File: config.mk
export PLATFORM = sky130hd
export DESIGN_NAME = prebias_seq
export DESIGN_NICKNAME = d
export VERILOG_FILES = /design/src/rtl/psq_pkg.sv /design/src/rtl/psq_arm.sv /design/src/rtl/psq_window.sv /design/src/rtl/psq_recirc.sv /design/src/rtl/prebias_seq.sv
export SDC_FILE = /design/constraint.sdc
export NUM_CORES = 1
export LEC_CHECK = 0
export BUFFER_PORTS_ARGS = -buffer_cell sky130_fd_sc_hd__buf_4
export CORE_ASPECT_RATIO = 1.1
export CORE_MARGIN = 3
export CORE_UTILIZATION = 30
export DETAILED_ROUTE_END_ITERATION = 8
export GPL_ROUTABILITY_DRIVEN = 0
export PLACE_DENSITY = 0.62
export SYNTH_ARGS = -nofsm -noshare
export SYNTH_HDL_FRONTEND = slang
export SYNTH_SLANG_ARGS = --single-unit
File: constraint.sdc
create_clock -name clk -period 2.4 [get_ports clk]
set_clock_uncertainty 0.1 [all_clocks]
set_input_delay 0.48 -clock clk [delete_from_list [all_inputs] [get_ports clk]]
set_output_delay 0.48 -clock clk [all_outputs]
set_load 0.005 [all_outputs]
File: src/rtl/psq_pkg.sv
package psq_pkg;
   typedef enum logic [1:0] {
      PH_NORM   = 2'd0,
      PH_RECIRC = 2'd1,
      PH_BLANK  = 2'd2
   } psq_phase_t;
endpackage

File: src/rtl/psq_arm.sv
module psq_arm #(
   parameter bit FORCE_IN_SKIP = 1'b0
) (
   input  logic clk,
   input  logic rst_n,
   input  logic clear,
   input  logic ss_above_fb,
   input  logic ss_above_force,
   input  logic skip_mode,
   output logic running
);
   logic force_ok;

   generate
      if (FORCE_IN_SKIP) begin : g_force_any
         assign force_ok = ss_above_force;
         logic unused_skip;
         assign unused_skip = skip_mode;
      end else begin : g_force_pwm_only
         assign force_ok = ss_above_force && !skip_mode;

         // forced threshold ignored in skip mode
         p_skip_no_force_r4: assert property (@(posedge clk) disable iff (!rst_n)
            (!running && !clear && skip_mode && !ss_above_fb) |=> !running);
      end
   endgenerate

   always_ff @(posedge clk or negedge rst_n) begin
      if (!rst_n) begin
         running <= 1'b0;
      end else if (clear) begin
         running <= 1'b0;
      end else if (!running && (ss_above_fb || force_ok)) begin
         running <= 1'b1;
      end
   end

   p_clear_stops_r9: assert property (@(posedge clk) disable iff (!rst_n)
      clear |=> !running);
endmodule

File: src/rtl/psq_window.sv
module psq_window #(
   parameter int WIN_CYCLES = 32
) (
   input  logic clk,
   input  logic rst_n,
   input  logic clear,
   input  logic running,
   input  logic cycle_tick,
   output logic reduced,
   output logic done
);
   localparam int CNT_W = $clog2(WIN_CYCLES + 1);
   localparam logic [CNT_W-1:0] CNT_MAX = '1;
   localparam logic [CNT_W-1:0] CNT_WIN = CNT_W'(WIN_CYCLES);

   generate
      if (WIN_CYCLES < 1) begin : g_bad_win
         $error("psq_window: WIN_CYCLES must be at least 1");
      end
   endgenerate

   logic [CNT_W-1:0] cnt;

   always_ff @(posedge clk or negedge rst_n) begin
      if (!rst_n) begin
         cnt <= '0;
      end else if (clear || !running) begin
         cnt <= '0;
      end else if (cycle_tick && (cnt != CNT_MAX)) begin
         cnt <= cnt + 1'b1;
      end
   end

   assign done    = (cnt >= CNT_WIN);
   assign reduced = !done;

   // saturation, no wrap
   p_no_wrap_r5: assert property (@(posedge clk) disable iff (!rst_n)
      (cnt == CNT_MAX && running && !clear) |=> cnt == CNT_MAX);
   // window ends only on a tick
   p_done_on_tick_r5: assert property (@(posedge clk) disable iff (!rst_n)
      $rose(done) |-> $past(cycle_tick));
   // clear empties the counter
   p_clear_count_r9: assert property (@(posedge clk) disable iff (!rst_n)
      clear |=> cnt == '0);
endmodule

File: src/rtl/psq_recirc.sv
module psq_recirc
   import psq_pkg::*;
(
   input  logic       clk,
   input  logic       rst_n,
   input  logic       clear,
   input  logic       running,
   input  logic       cycle_tick,
   input  logic       ls_sink_hit,
   input  logic       hs_red_hit,
   output psq_phase_t phase
);
   psq_phase_t phase_nx;

   always_comb begin
      phase_nx = phase;
      if (clear || !running || cycle_tick) begin
         phase_nx = PH_NORM;
      end else begin
         case (phase)
            PH_NORM:   if (ls_sink_hit) phase_nx = PH_RECIRC;
            PH_RECIRC: if (hs_red_hit)  phase_nx = PH_BLANK;
            default:   phase_nx = phase;
         endcase
      end
   end

   always_ff @(posedge clk or negedge rst_n) begin
      if (!rst_n) phase <= PH_NORM;
      else        phase <= phase_nx;
   end

   // blanking persists until the period ends
   p_blank_holds_r7: assert property (@(posedge clk) disable iff (!rst_n)
      (phase == PH_BLANK && running && !clear && !cycle_tick) |=> phase == PH_BLANK);
   // tick returns to normal phase
   p_tick_resets_r8: assert property (@(posedge clk) disable iff (!rst_n)
      cycle_tick |=> phase == PH_NORM);
   // no phase change while held off
   p_hold_normal_r10: assert property (@(posedge clk) disable iff (!rst_n)
      !running |=> (phase == PH_NORM));
endmodule

File: src/rtl/prebias_seq.sv
module prebias_seq
   import psq_pkg::*;
#(
   parameter int WIN_CYCLES    = 32,
   parameter bit FORCE_IN_SKIP = 1'b0
) (
   input  logic clk,
   input  logic rst_n,
   input  logic en,
   input  logic restart,
   input  logic cycle_tick,
   input  logic skip_mode,
   input  logic ss_above_fb,
   input  logic ss_above_force,
   input  logic ls_sink_hit,
   input  logic hs_red_hit,
   output logic hs_allow,
   output logic ls_allow,
   output logic hs_force,
   output logic sink_lim_reduced,
   output logic hs_lim_reduced,
   output logic start_done
);
   logic       clear;
   logic       running;
   logic       win_reduced;
   logic       win_done;
   psq_phase_t phase;

   assign clear = !en || restart;

   psq_arm #(.FORCE_IN_SKIP(FORCE_IN_SKIP)) u_arm (
      .clk            (clk),
      .rst_n          (rst_n),
      .clear          (clear),
      .ss_above_fb    (ss_above_fb),
      .ss_above_force (ss_above_force),
      .skip_mode      (skip_mode),
      .running        (running)
   );

   psq_window #(.WIN_CYCLES(WIN_CYCLES)) u_win (
      .clk        (clk),
      .rst_n      (rst_n),
      .clear      (clear),
      .running    (running),
      .cycle_tick (cycle_tick),
      .reduced    (win_reduced),
      .done       (win_done)
   );

   psq_recirc u_rec (
      .clk         (clk),
      .rst_n       (rst_n),
      .clear       (clear),
      .running     (running),
      .cycle_tick  (cycle_tick),
      .ls_sink_hit (ls_sink_hit),
      .hs_red_hit  (hs_red_hit),
      .phase       (phase)
   );

   assign hs_allow         = running && (phase != PH_BLANK);
   assign ls_allow         = running && (phase == PH_NORM);
   assign hs_force         = running && (phase == PH_RECIRC);
   assign hs_lim_reduced   = running && (phase == PH_RECIRC);
   assign sink_lim_reduced = win_reduced;
   assign start_done       = running && win_done;

   // both switches off in hold-off
   p_hold_off_r1: assert property (@(posedge clk) disable iff (!rst_n)
      clear |=> (!hs_allow && !ls_allow && !start_done && sink_lim_reduced));
   // low side never on while high side is forced
   p_no_shoot_r6: assert property (@(posedge clk) disable iff (!rst_n)
      hs_force |-> !ls_allow);
   // sink hit moves into recirculation
   p_sink_recirc_r6: assert property (@(posedge clk) disable iff (!rst_n)
      (ls_allow && ls_sink_hit && !cycle_tick && !clear) |=> (hs_force && !ls_allow));
   // done and reduced sink limit are exclusive
   p_done_excl_r5: assert property (@(posedge clk) disable iff (!rst_n)
      start_done |-> !sink_lim_reduced);
endmodule

==> results by group, run 1 <==
Run status
  – Status: complete, no violations

Synthesis
  – Seq/Total Area, Yosys: 45.9%
  – Primary FF master, synth: dfrtp_1
  – Fraction of registers with async set/reset: 100%
  – Synthesized area: 490 µm²
  – Post-Syn Nets: between 60 and 70
  – Syn Inst Count: 52
  – EDFF count, synth: 0
  – Yosys warnings: 0
  – Yosys reg bits: 9
  – Library cells used by synthesis: 22
  – Syn avg cell area: between 9 and 10 µm²

Setup path
  – Worst path max stage delay: just under 400 ps
  – Worst setup SP type: flip-flop
  – Worst Path Required: 1820 ps
  – CP Class: flip-flop to primary output
  – Crit path max-delay family: flip-flops
  – R2R Path Start: u_win.cnt[1]$_DFFE_PN0P_
  – CP bufs+invs: 2
  – Crit path arrival time: 1050 ps
  – Reg2reg path depth: 5
  – Worst flop-to-flop path endpoint: u_win.cnt[1]$_DFFE_PN0P_
  – Crit end category: primary output
  – Critical Path, Cell by Cell: inv_1 > and3_1 > buf_4
  – Slowest CP cell: dfrtp_1
  – R2R Setup Slk: 960 ps
  – CP max FO: 4

STA
  – Fmax: ~620 MHz
  – Final Hold Vio Count: 0
  – Final setup margin: 775 ps
  – Worst-Margin Slew: 344 ps
  – RSZ-0062 raised after global routing: false
  – Worst hold slack: 272 ps
  – Max-slew violations: 0
  – Period utilization: 67.7%
  – Endpoints failing setup: 0
  – Tmin final: 1630 ps
  – Slew headroom: a little under 80%
  – Fin Setup TNS: 0 ps

Cells and area
  – Final nets: 84
  – Fin cells: 87
  – Most common cell after layout, fill and taps aside: buf_4
  – Layout area overhead: 33.2%
  – Final instance area: 653 µm²
  – Layout cell share with drive strength beyond 1: 29.6%
  – ANT cells: 0
  – Fin util: 44.9%
  – Filler cell count: 148
  – Most frequent cells in the layout: buf_4, dfrtp_1, inv_1

Clock network
  – Clk_lat worst skew: 270 ps
  – TritonCTS Sinks: 9
  – Max clock buf depth: 2
  – Clock root buffer: clkbuf_4
  – H-Tree Depth: 1
  – TritonCTS buffer count: 3
  – # resized after CTS: 0
  – CTS tree: yes
  – Clock transition at path regs: roughly 70 ps

Hold path
  – Hold path endpoint: u_arm.running$_DFFE_PN0P_
  – Min-delay worst type: input pin to flip-flop
  – Hold path startpoint: restart
  – Worst hold stages: 2

Power
  – P_int: 232 µW
  – Pwr Total: 302 µW
  – P_leak: 0.304 nW
  – VDD IR max: between 0.0002 and 0.0003 V
  – Switching power: roughly 70 µW
  – Sw Ratio: 23.3%
  – Power Density: 462 nW/µm²
  – Sequential share of power: between 50% and 60%
  – Clk pwr share: 39.3%
  – Combinational share of power: 9.5%

Place
  – Place WS: 977 ps
  – Port Buffer Count: 15
  – Placed cell area: 616 µm²
  – Post-DP HPWL: 762 µm
  – Dpl cells: a little over 80

Floorplan
  – # rows: 14
  – Core ar.: 1450 µm²
  – Die Area: 2160 µm²
  – Die Wd: roughly 45 µm
  – # IOs: 16
  – Initial Util: 33.7%
  – Chip height: 48.4 µm

Global routing
  – Largest net degree at the start of global routing: 10
  – Met2 usage in global routing: 14.8%
  – Top Usage Layer GRT: met2
  – Antenna violations before repair: 0
  – Total GRT Usage: 10.9%
  – GR Util met3: 7.04%
  – First-pass GRT wire length: around 1700 µm
  – Gr ovfl total: 0
  – Vias in the first global route: 416
  – Met1 Usage GRT: 13.7%

Drt
  – Residual DRC: 0
  – Post-route ant nets: 0
  – Vias/cell: around 5
  – First-pass DRT Iterations: 2
  – Wire per inst: between 10 and 15 µm
  – Final wirelength: 1010 µm
  – Via Count: 423
  – Initial DRC Count: 6

Job
  – Maxcap violations: 0
cell usage after synthesis (2+ instances only):
master    count  area, µm²
dfrtp_1       9        225
inv_1         6       22.5
a21oi_1       4       20.0
nor3_1        4       20.0
and3_1        3       18.8
nor2_1        3       11.3
a211oi_1      2       15.0
ha_1          2       25.0
mux2i_1       2       20.0
nand2_1       2       7.51
nand3_1       2       10.0
nand3b_1      2       15.0
nand4_1       2       12.5
repair_timing:
action	CTS	global route
hold buffers	1	0
setup buffers	0	0
endpoints found under the hold margin	9	0
registers in the layout, indices dropped and copies added, names as in the netlist:
name	count
u_arm.running	1
u_rec.phase	2
u_win.cnt	6
power groups by stage:
stage               registers, mW  clock network (mW)  logic (mW)
floorplan                   0.157                   0     0.00814
global placement            0.157                   0      0.0278
CTS                         0.155               0.126      0.0295
detailed placement          0.157                   0      0.0281
global route                0.155               0.135      0.0328
finish                      0.154               0.119      0.0288
routing by layer:
| layer | wire [µm] | up-vias | part of all wire [%] |
|---|---|---|---|
| met3 | 80 | 2 | 7.9 |
| met2 | 472 | 10 | 47 |
| li1 | - | 220 | - |
| met4 | 12 | 0 | 1.2 |
| met1 | 443 | 191 | 44 |
| met5 | 0 | - | 0 |
cell families after synthesis:
family / synth area share, %
simple gates: 24.2
xor+xnor: 1.79
buf+inv: 6.12
compound gates: 12.8
flops: 45.9
mux: 4.08
fa+ha+maj: 5.10
final cells by class:
class	instances	area [µm²]	share of cell area, %
Multi-Input combinational cell	36	235	36.0
Sequential cell	9	225	34.5
Timing Repair Buffer	16	123	18.8
Clock buffer	3	22.5	3.45
Inverter	6	22.5	3.45
Tap cell	16	20.0	3.07
Clock inverter	1	5.00	0.766
worst max path at each step:
stage	startpoint	end	depth (start not counted)
after floorplan	u_rec.phase[1]$_DFFE_PN0P_	hs_lim_reduced	3
after global placement	u_win.cnt[1]$_DFFE_PN0P_	u_win.cnt[1]$_DFFE_PN0P_	5
after detailed placement	u_win.cnt[1]$_DFFE_PN0P_	u_win.cnt[1]$_DFFE_PN0P_	5
after CTS	u_rec.phase[1]$_DFFE_PN0P_	hs_force	3
after global routing	u_arm.running$_DFFE_PN0P_	hs_allow	2
final	u_rec.phase[1]$_DFFE_PN0P_	hs_lim_reduced	3
Power figures use the tool's default switching activity.
==> run 2: changes to the inputs <==
--- a/config.mk
+++ b/config.mk
@@ -11,7 +11,7 @@
 export CORE_UTILIZATION = 30
 export DETAILED_ROUTE_END_ITERATION = 8
 export GPL_ROUTABILITY_DRIVEN = 0
-export PLACE_DENSITY = 0.62
+export PLACE_DENSITY = 0.64
 export SYNTH_ARGS = -nofsm -noshare
 export SYNTH_HDL_FRONTEND = slang
 export SYNTH_SLANG_ARGS = --single-unit
==> constraint.sdc (replaced) <==
create_clock -name clk -period 1.36 [get_ports clk]
set_clock_uncertainty 0.1 [all_clocks]
set_input_delay 0.272 -clock clk [delete_from_list [all_inputs] [get_ports clk]]
set_output_delay 0.272 -clock clk [all_outputs]
set_load 0.005 [all_outputs]
==> run 2 against run 1 <==
Compared with the run above: the flow now finishes with violations (negative setup slack); clock power up 71%; setup slack got worse by 790 ps; first-iteration DRC count decreased by 50%; die area did not move; sequential cell count stayed put; combinational power up 96%; register-to-register slack lost 940 ps; power grew 76%; critical path type unchanged.
==> results by group, run 2 (same netlist as run 1, synthesis figures left out) <==
Power
  – Power Density: 742 nW/µm² (+61%)
  – P_leak: 0.342 nW (+12%)
  – VDD IR max: 0.000576 V (+100%)

Place
  – Port Buffer Count: 15 (unchanged)
  – Post-DP HPWL: 820 µm (+7.6%)
  – Placed cell area: 631 µm² (+2.4%)
  – Dpl cells: 84 (+2.4%)

Cells and area
  – Max reg flops: 6 (unchanged)
  – Top Registers: u_win.cnt x6, u_rec.phase x2, u_arm.running x1
  – Final nets: 88 (+4.8%)
  – Top reg by flops: u_win.cnt
  – Final instance area: 716 µm² (+9.6%)
  – Fin cells: 91 (+4.6%)
  – Layout cell share with drive strength beyond 1: 40.0% (+10 points)
  – Layout area overhead: 45.9%
  – Most common cell after layout, fill and taps aside: buf_4
  – Most frequent cells in the layout: buf_4, dfrtp_1, inv_1, a21oi_1
  – ANT cells: 0 (unchanged)

Global routing
  – Antenna violations before repair: 0 (unchanged)
  – First-pass GRT wire length: 1800 µm (+4.8%)
  – Total GRT Usage: 11.4% (+0.49 points)
  – Gr ovfl total: 0 (unchanged)
  – Largest net degree at the start of global routing: 10 (unchanged)
  – Vias in the first global route: 426 (+2.4%)

STA
  – Fin Setup TNS: -30.9 ps (-30.9 ps)
  – Period utilization: 101%
  – Fmax: between 700 and 800 MHz
  – RSZ-0062 raised after global routing: true
  – Final setup margin: -15.7 ps (-790 ps)
  – Max-slew violations: 0 (unchanged)
  – Final Hold Vio Count: 0 (unchanged)
  – Tmin final: 1380 ps
  – Worst-Margin Slew: 326 ps (-17.6 ps)
  – Endpoints failing setup: 2 (+2)
  – Worst hold slack: 64.8 ps (-207 ps)
  – Slew headroom: 78.2% (+1.2 points)

Floorplan
  – Initial Util: 33.7% (unchanged)
  – Die Wd: 44.6 µm (unchanged)
  – Core ar.: 1450 µm² (unchanged)
  – Die Area: 2160 µm² (unchanged)
  – # IOs: 16 (unchanged)
  – # rows: 14 (unchanged)
  – Chip height: 48.4 µm (unchanged)

Clock network
  – H-Tree Depth: 1 (unchanged)
  – CTS tree: yes
  – TritonCTS Sinks: 9 (unchanged)
  – Clock transition at path regs: 60 ps (about the same)
  – Max clock buf depth: 2 (unchanged)
  – TritonCTS buffer count: 3 (unchanged)
  – Clock root buffer: clkbuf_4
  – Clk_lat worst skew: 260 ps (about the same)

Drt
  – Initial DRC Count: 3 (-3)
  – Vias/cell: 5.19 (+6.7%)
  – Wire per inst: 12.3 µm (+5.6%)
  – Final wirelength: 1120 µm (+11%)
  – Post-route ant nets: 0 (unchanged)
  – First-pass DRT Iterations: 4 (+2)
  – Residual DRC: 0 (unchanged)
  – Via Count: 472 (+12%)

Run status
  – Failing checks: negative setup slack
  – Status: complete, but fails checks

Setup path
  – CP Class: flip-flop to primary output
  – Worst setup SP type: flip-flop
  – Crit path arrival time: 1000 ps (-50 ps)
  – CP max FO: 4 (unchanged)
  – Reg2reg path depth: 5 (unchanged)
  – Crit end category: primary output
  – Worst Path Required: 990 ps (-830 ps)

Job
  – Maxcap violations: 0 (unchanged)

Hold path
  – Worst hold stages: 2 (unchanged)
  – Min-delay worst type: input pin to flip-flop
## run 2: worst paths after layout
path | start | end | slack, ps
max in group asynchronous | rst_n | u_rec.phase[1]$_DFFE_PN0P_ | 760
worst min register to register | u_rec.phase[1]$_DFFE_PN0P_ | u_rec.phase[1]$_DFFE_PN0P_ | 500
worst max-delay path | u_rec.phase[1]$_DFFE_PN0P_ | hs_force | -20
worst max register to register | u_win.cnt[1]$_DFFE_PN0P_ | u_win.cnt[5]$_DFFE_PN0P_ | 20
min in group asynchronous | rst_n | u_win.cnt[4]$_DFFE_PN0P_ | 270
worst min-delay path | restart | u_arm.running$_DFFE_PN0P_ | 60
## run 2: critical path, stage by stage, from the launching register on
cell and delay [ps]:
dfrtp_1 400, inv_2 70, and3_1 170, buf_4 110
## run 2: layout make-up
type,count,area (µm²)
sequential,9,225
tap,16,20.0
timing repair buffer,20,153
multi-input combinational,36,268
inverter,6,22.5
fill,137,738
clock buffer,3,22.5
clock inverter,1,5.00
## run 2: power by group
part	switching, mW	total [mW]	internal [mW]
clock network	0.0943	0.203	0.108
registers	0.00234	0.272	0.270
logic	0.0229	0.0564	0.0334
## run 2: timing repair
item,CTS,global route
pin swaps,1,5
hold endpoints to repair,9,0
gates resized for setup,3,7
setup endpoints to repair,6,9
buffers inserted,1,1
hold buffers,1,0
## run 2: per-layer routing
layer	share of wire [%]	routed length [µm]	track usage (%)
met4	0.36	4	3.02
met1	43	475	13.6
met2	47	529	17.5
met5	0	0	0
met3	9.5	106	5.93
## run 2: through the flow
stage | setup slack, ps | power [mW] | util, %
3_3_place_gp | 46.2 | 0.328 | 43.4
6_report | -15.7 | 0.531 | 49.2
3_5_place_dp | -20.8 | 0.328 | 43.4
5_1_grt | -71.4 | 0.567 | 49.2
2_1_floorplan | 52.1 | 0.291 | -
4_1_cts | -24.1 | 0.542 | 46.6
==> run 3: changes to the inputs <==
--- a/config.mk
+++ b/config.mk
@@ -12,6 +12,7 @@
 export DETAILED_ROUTE_END_ITERATION = 8
 export GPL_ROUTABILITY_DRIVEN = 0
 export PLACE_DENSITY = 0.64
+export SETUP_SLACK_MARGIN = 0.3
 export SYNTH_ARGS = -nofsm -noshare
 export SYNTH_HDL_FRONTEND = slang
 export SYNTH_SLANG_ARGS = --single-unit
==> run 3 against run 2 <==
Compared with the run above: the run still ends with negative setup slack left; sequential share of layout area is 4.7 points lower; sequential cell count is the same; combinational power is 12% higher; clock power increased by 2%; first-iteration DRC count rose by 33%; critical path depth stayed put; utilization grew 8.7 points; cell area is 18% higher; largest cell class unchanged.
==> results by group, run 3 (same netlist as run 1, synthesis figures left out) <==
Run status
  – Status: complete, but fails checks
  – Failing checks: negative setup slack

Cells and area
  – Max reg flops: 6 (unchanged)
  – Layout cell share with drive strength beyond 1: 59.0% (+19 points)
  – Layout area overhead: 71.7%
  – Most frequent cells in the layout: buf_4, dfrtp_1, buf_6
  – Top reg by flops: u_win.cnt
  – Most common cell after layout, fill and taps aside: buf_4
  – Filler cell count: 123 (-10%)
  – Fin cells: 99 (+8.8%)
  – Final nets: 96 (+9.1%)
  – Top Registers: u_win.cnt x6, u_rec.phase x2, u_arm.running x1
  – ANT cells: 0 (unchanged)

Floorplan
  – Core ar.: 1450 µm² (unchanged)
  – # IOs: 16 (unchanged)
  – # rows: 14 (unchanged)
  – Die Area: 2160 µm² (unchanged)
  – Die Wd: 44.6 µm (unchanged)
  – Chip height: 48.4 µm (unchanged)
  – Initial Util: 33.7% (unchanged)

STA
  – Final Hold Vio Count: 0 (unchanged)
  – Worst hold slack: 66.0 ps (+1.25 ps)
  – Endpoints failing setup: 4 (+2)
  – Fmax: 713 MHz (-1.9%)
  – Tmin final: 1400 ps (+26.7 ps)
  – Slew headroom: 81.5% (+3.3 points)
  – Final setup margin: -42.3 ps (-26.7 ps)
  – Max-slew violations: 0 (unchanged)
  – Period utilization: 103% (+2.0 points)
  – RSZ-0062 raised after global routing: true
  – Worst-Margin Slew: 277 ps (-48.6 ps)

Drt
  – Post-route ant nets: 0 (unchanged)
  – First-pass DRT Iterations: 3 (-1)
  – Initial DRC Count: 4 (+1)
  – Via Count: 514 (+8.9%)
  – Vias/cell: 5.19 (about the same)
  – Residual DRC: 0 (unchanged)
  – Final wirelength: 1310 µm (+17%)
  – Wire per inst: 13.2 µm (+7.9%)

Setup path
  – CP Class: flip-flop to primary output
  – Worst path max stage delay: 390 ps (about the same)
  – Slowest CP cell: dfrtp_1
  – Crit end category: primary output
  – Worst Setup SP: u_rec.phase[0]$_DFFE_PN0P_
  – R2R Path Start: u_win.cnt[2]$_DFFE_PN0P_
  – Crit path arrival time: 1030 ps (+30 ps)
  – Crit path max-delay family: flip-flops
  – Worst Path Required: 990 ps (about the same)
  – Worst setup SP type: flip-flop
  – CP bufs+invs: 2 (unchanged)
  – CP max FO: 4 (unchanged)
  – Critical Path, Cell by Cell: inv_2 > and3_1 > buf_4

Hold path
  – Hold path startpoint: restart
  – Min-delay worst type: input pin to flip-flop

Global routing
  – Total GRT Usage: 12.4% (+1.1 points)
  – First-pass GRT wire length: 1970 µm (+9.2%)
  – Antenna violations before repair: 0 (unchanged)
  – Vias in the first global route: 489 (+15%)
  – Largest net degree at the start of global routing: 10 (unchanged)
  – Gr ovfl total: 0 (unchanged)

Power
  – Power Density: 646 nW/µm² (-13%)
  – P_leak: 0.384 nW (+12%)
  – VDD IR max: 0.000423 V (-26%)

Clock network
  – CTS tree: yes
  – TritonCTS Sinks: 9 (unchanged)
  – Clock transition at path regs: 70 ps (about the same)
  – Max clock buf depth: 2 (unchanged)
  – Clk_lat worst skew: 260 ps (about the same)
  – Clock root buffer: clkbuf_4
  – H-Tree Depth: 1 (unchanged)
  – TritonCTS buffer count: 3 (unchanged)

Place
  – Post-DP HPWL: 791 µm (-3.6%)
  – Dpl cells: 83 (-1.2%)
  – Port Buffer Count: 15 (unchanged)

Job
  – Maxcap violations: 0 (unchanged)
==> run 3: metal layers <==
| metal | GRT usage [%] | routed length (µm) | up-vias |
|---|---|---|---|
| li1 | - | - | 248 |
| met1 | 13.2 | 506 | 251 |
| met2 | 19.6 | 698 | 13 |
| met3 | 6.67 | 91 | 2 |
| met4 | 5.53 | 12 | 0 |
| met5 | 0 | 0 | - |
==> run 3: power by group <==
group / internal (mW) / leakage (nW) / total (mW) / switching (mW)
Sequential: 0.270 / 0.125 / 0.273 / 0.00286
Clock: 0.109 / 0.0177 / 0.208 / 0.0994
Combinational: 0.0363 / 0.242 / 0.0632 / 0.0268
Total: 0.415 / 0.384 / 0.544 / 0.129
==> run 3: final cells by class <==
type	instances	area (µm²)	share of cell area, %
clock inverter	1	5.00	0.594
sequential	9	225	26.7
clock buffer	3	22.5	2.67
timing repair buffer	28	231	27.5
inverter	6	22.5	2.67
tap	16	20.0	2.38
multi-input combinational	36	315	37.4
==> run 3: worst paths after layout <==
path | end | slack [ps] | cells after the start
max reg2reg | u_win.cnt[5]$_DFFE_PN0P_ | 30 | 3
min | u_arm.running$_DFFE_PN0P_ | 70 | 2
min reg2reg | u_rec.phase[1]$_DFFE_PN0P_ | 490 | 2
max in group asynchronous | u_win.cnt[0]$_DFFE_PN0P_ | 750 | 2
min in group asynchronous | u_rec.phase[0]$_DFFE_PN0P_ | 270 | 2
max | ls_allow | -40 | 3
==> run 3: repair_timing <==
action | CTS | global route
hold buffers | 1 | 0
gates resized for setup | 15 | 9
setup endpoints to repair | 14 | 15
pin swaps | 10 | 8
endpoints found under the hold margin | 9 | 0
setup buffers | 7 | 4
==> run 3: metrics by stage <==
stage	power, mW	area, µm²	setup WS [ps]	utilization [%]	TNS (ps)
floorplan	0.291	502	87.2	-	0
global placement	0.327	631	51.4	43.4	0
detailed placement	0.328	631	23.3	43.4	0
CTS	0.545	776	-36.8	53.4	-142
finish	0.544	842	-42.3	57.9	-112
global route	0.579	842	-105	57.9	-427
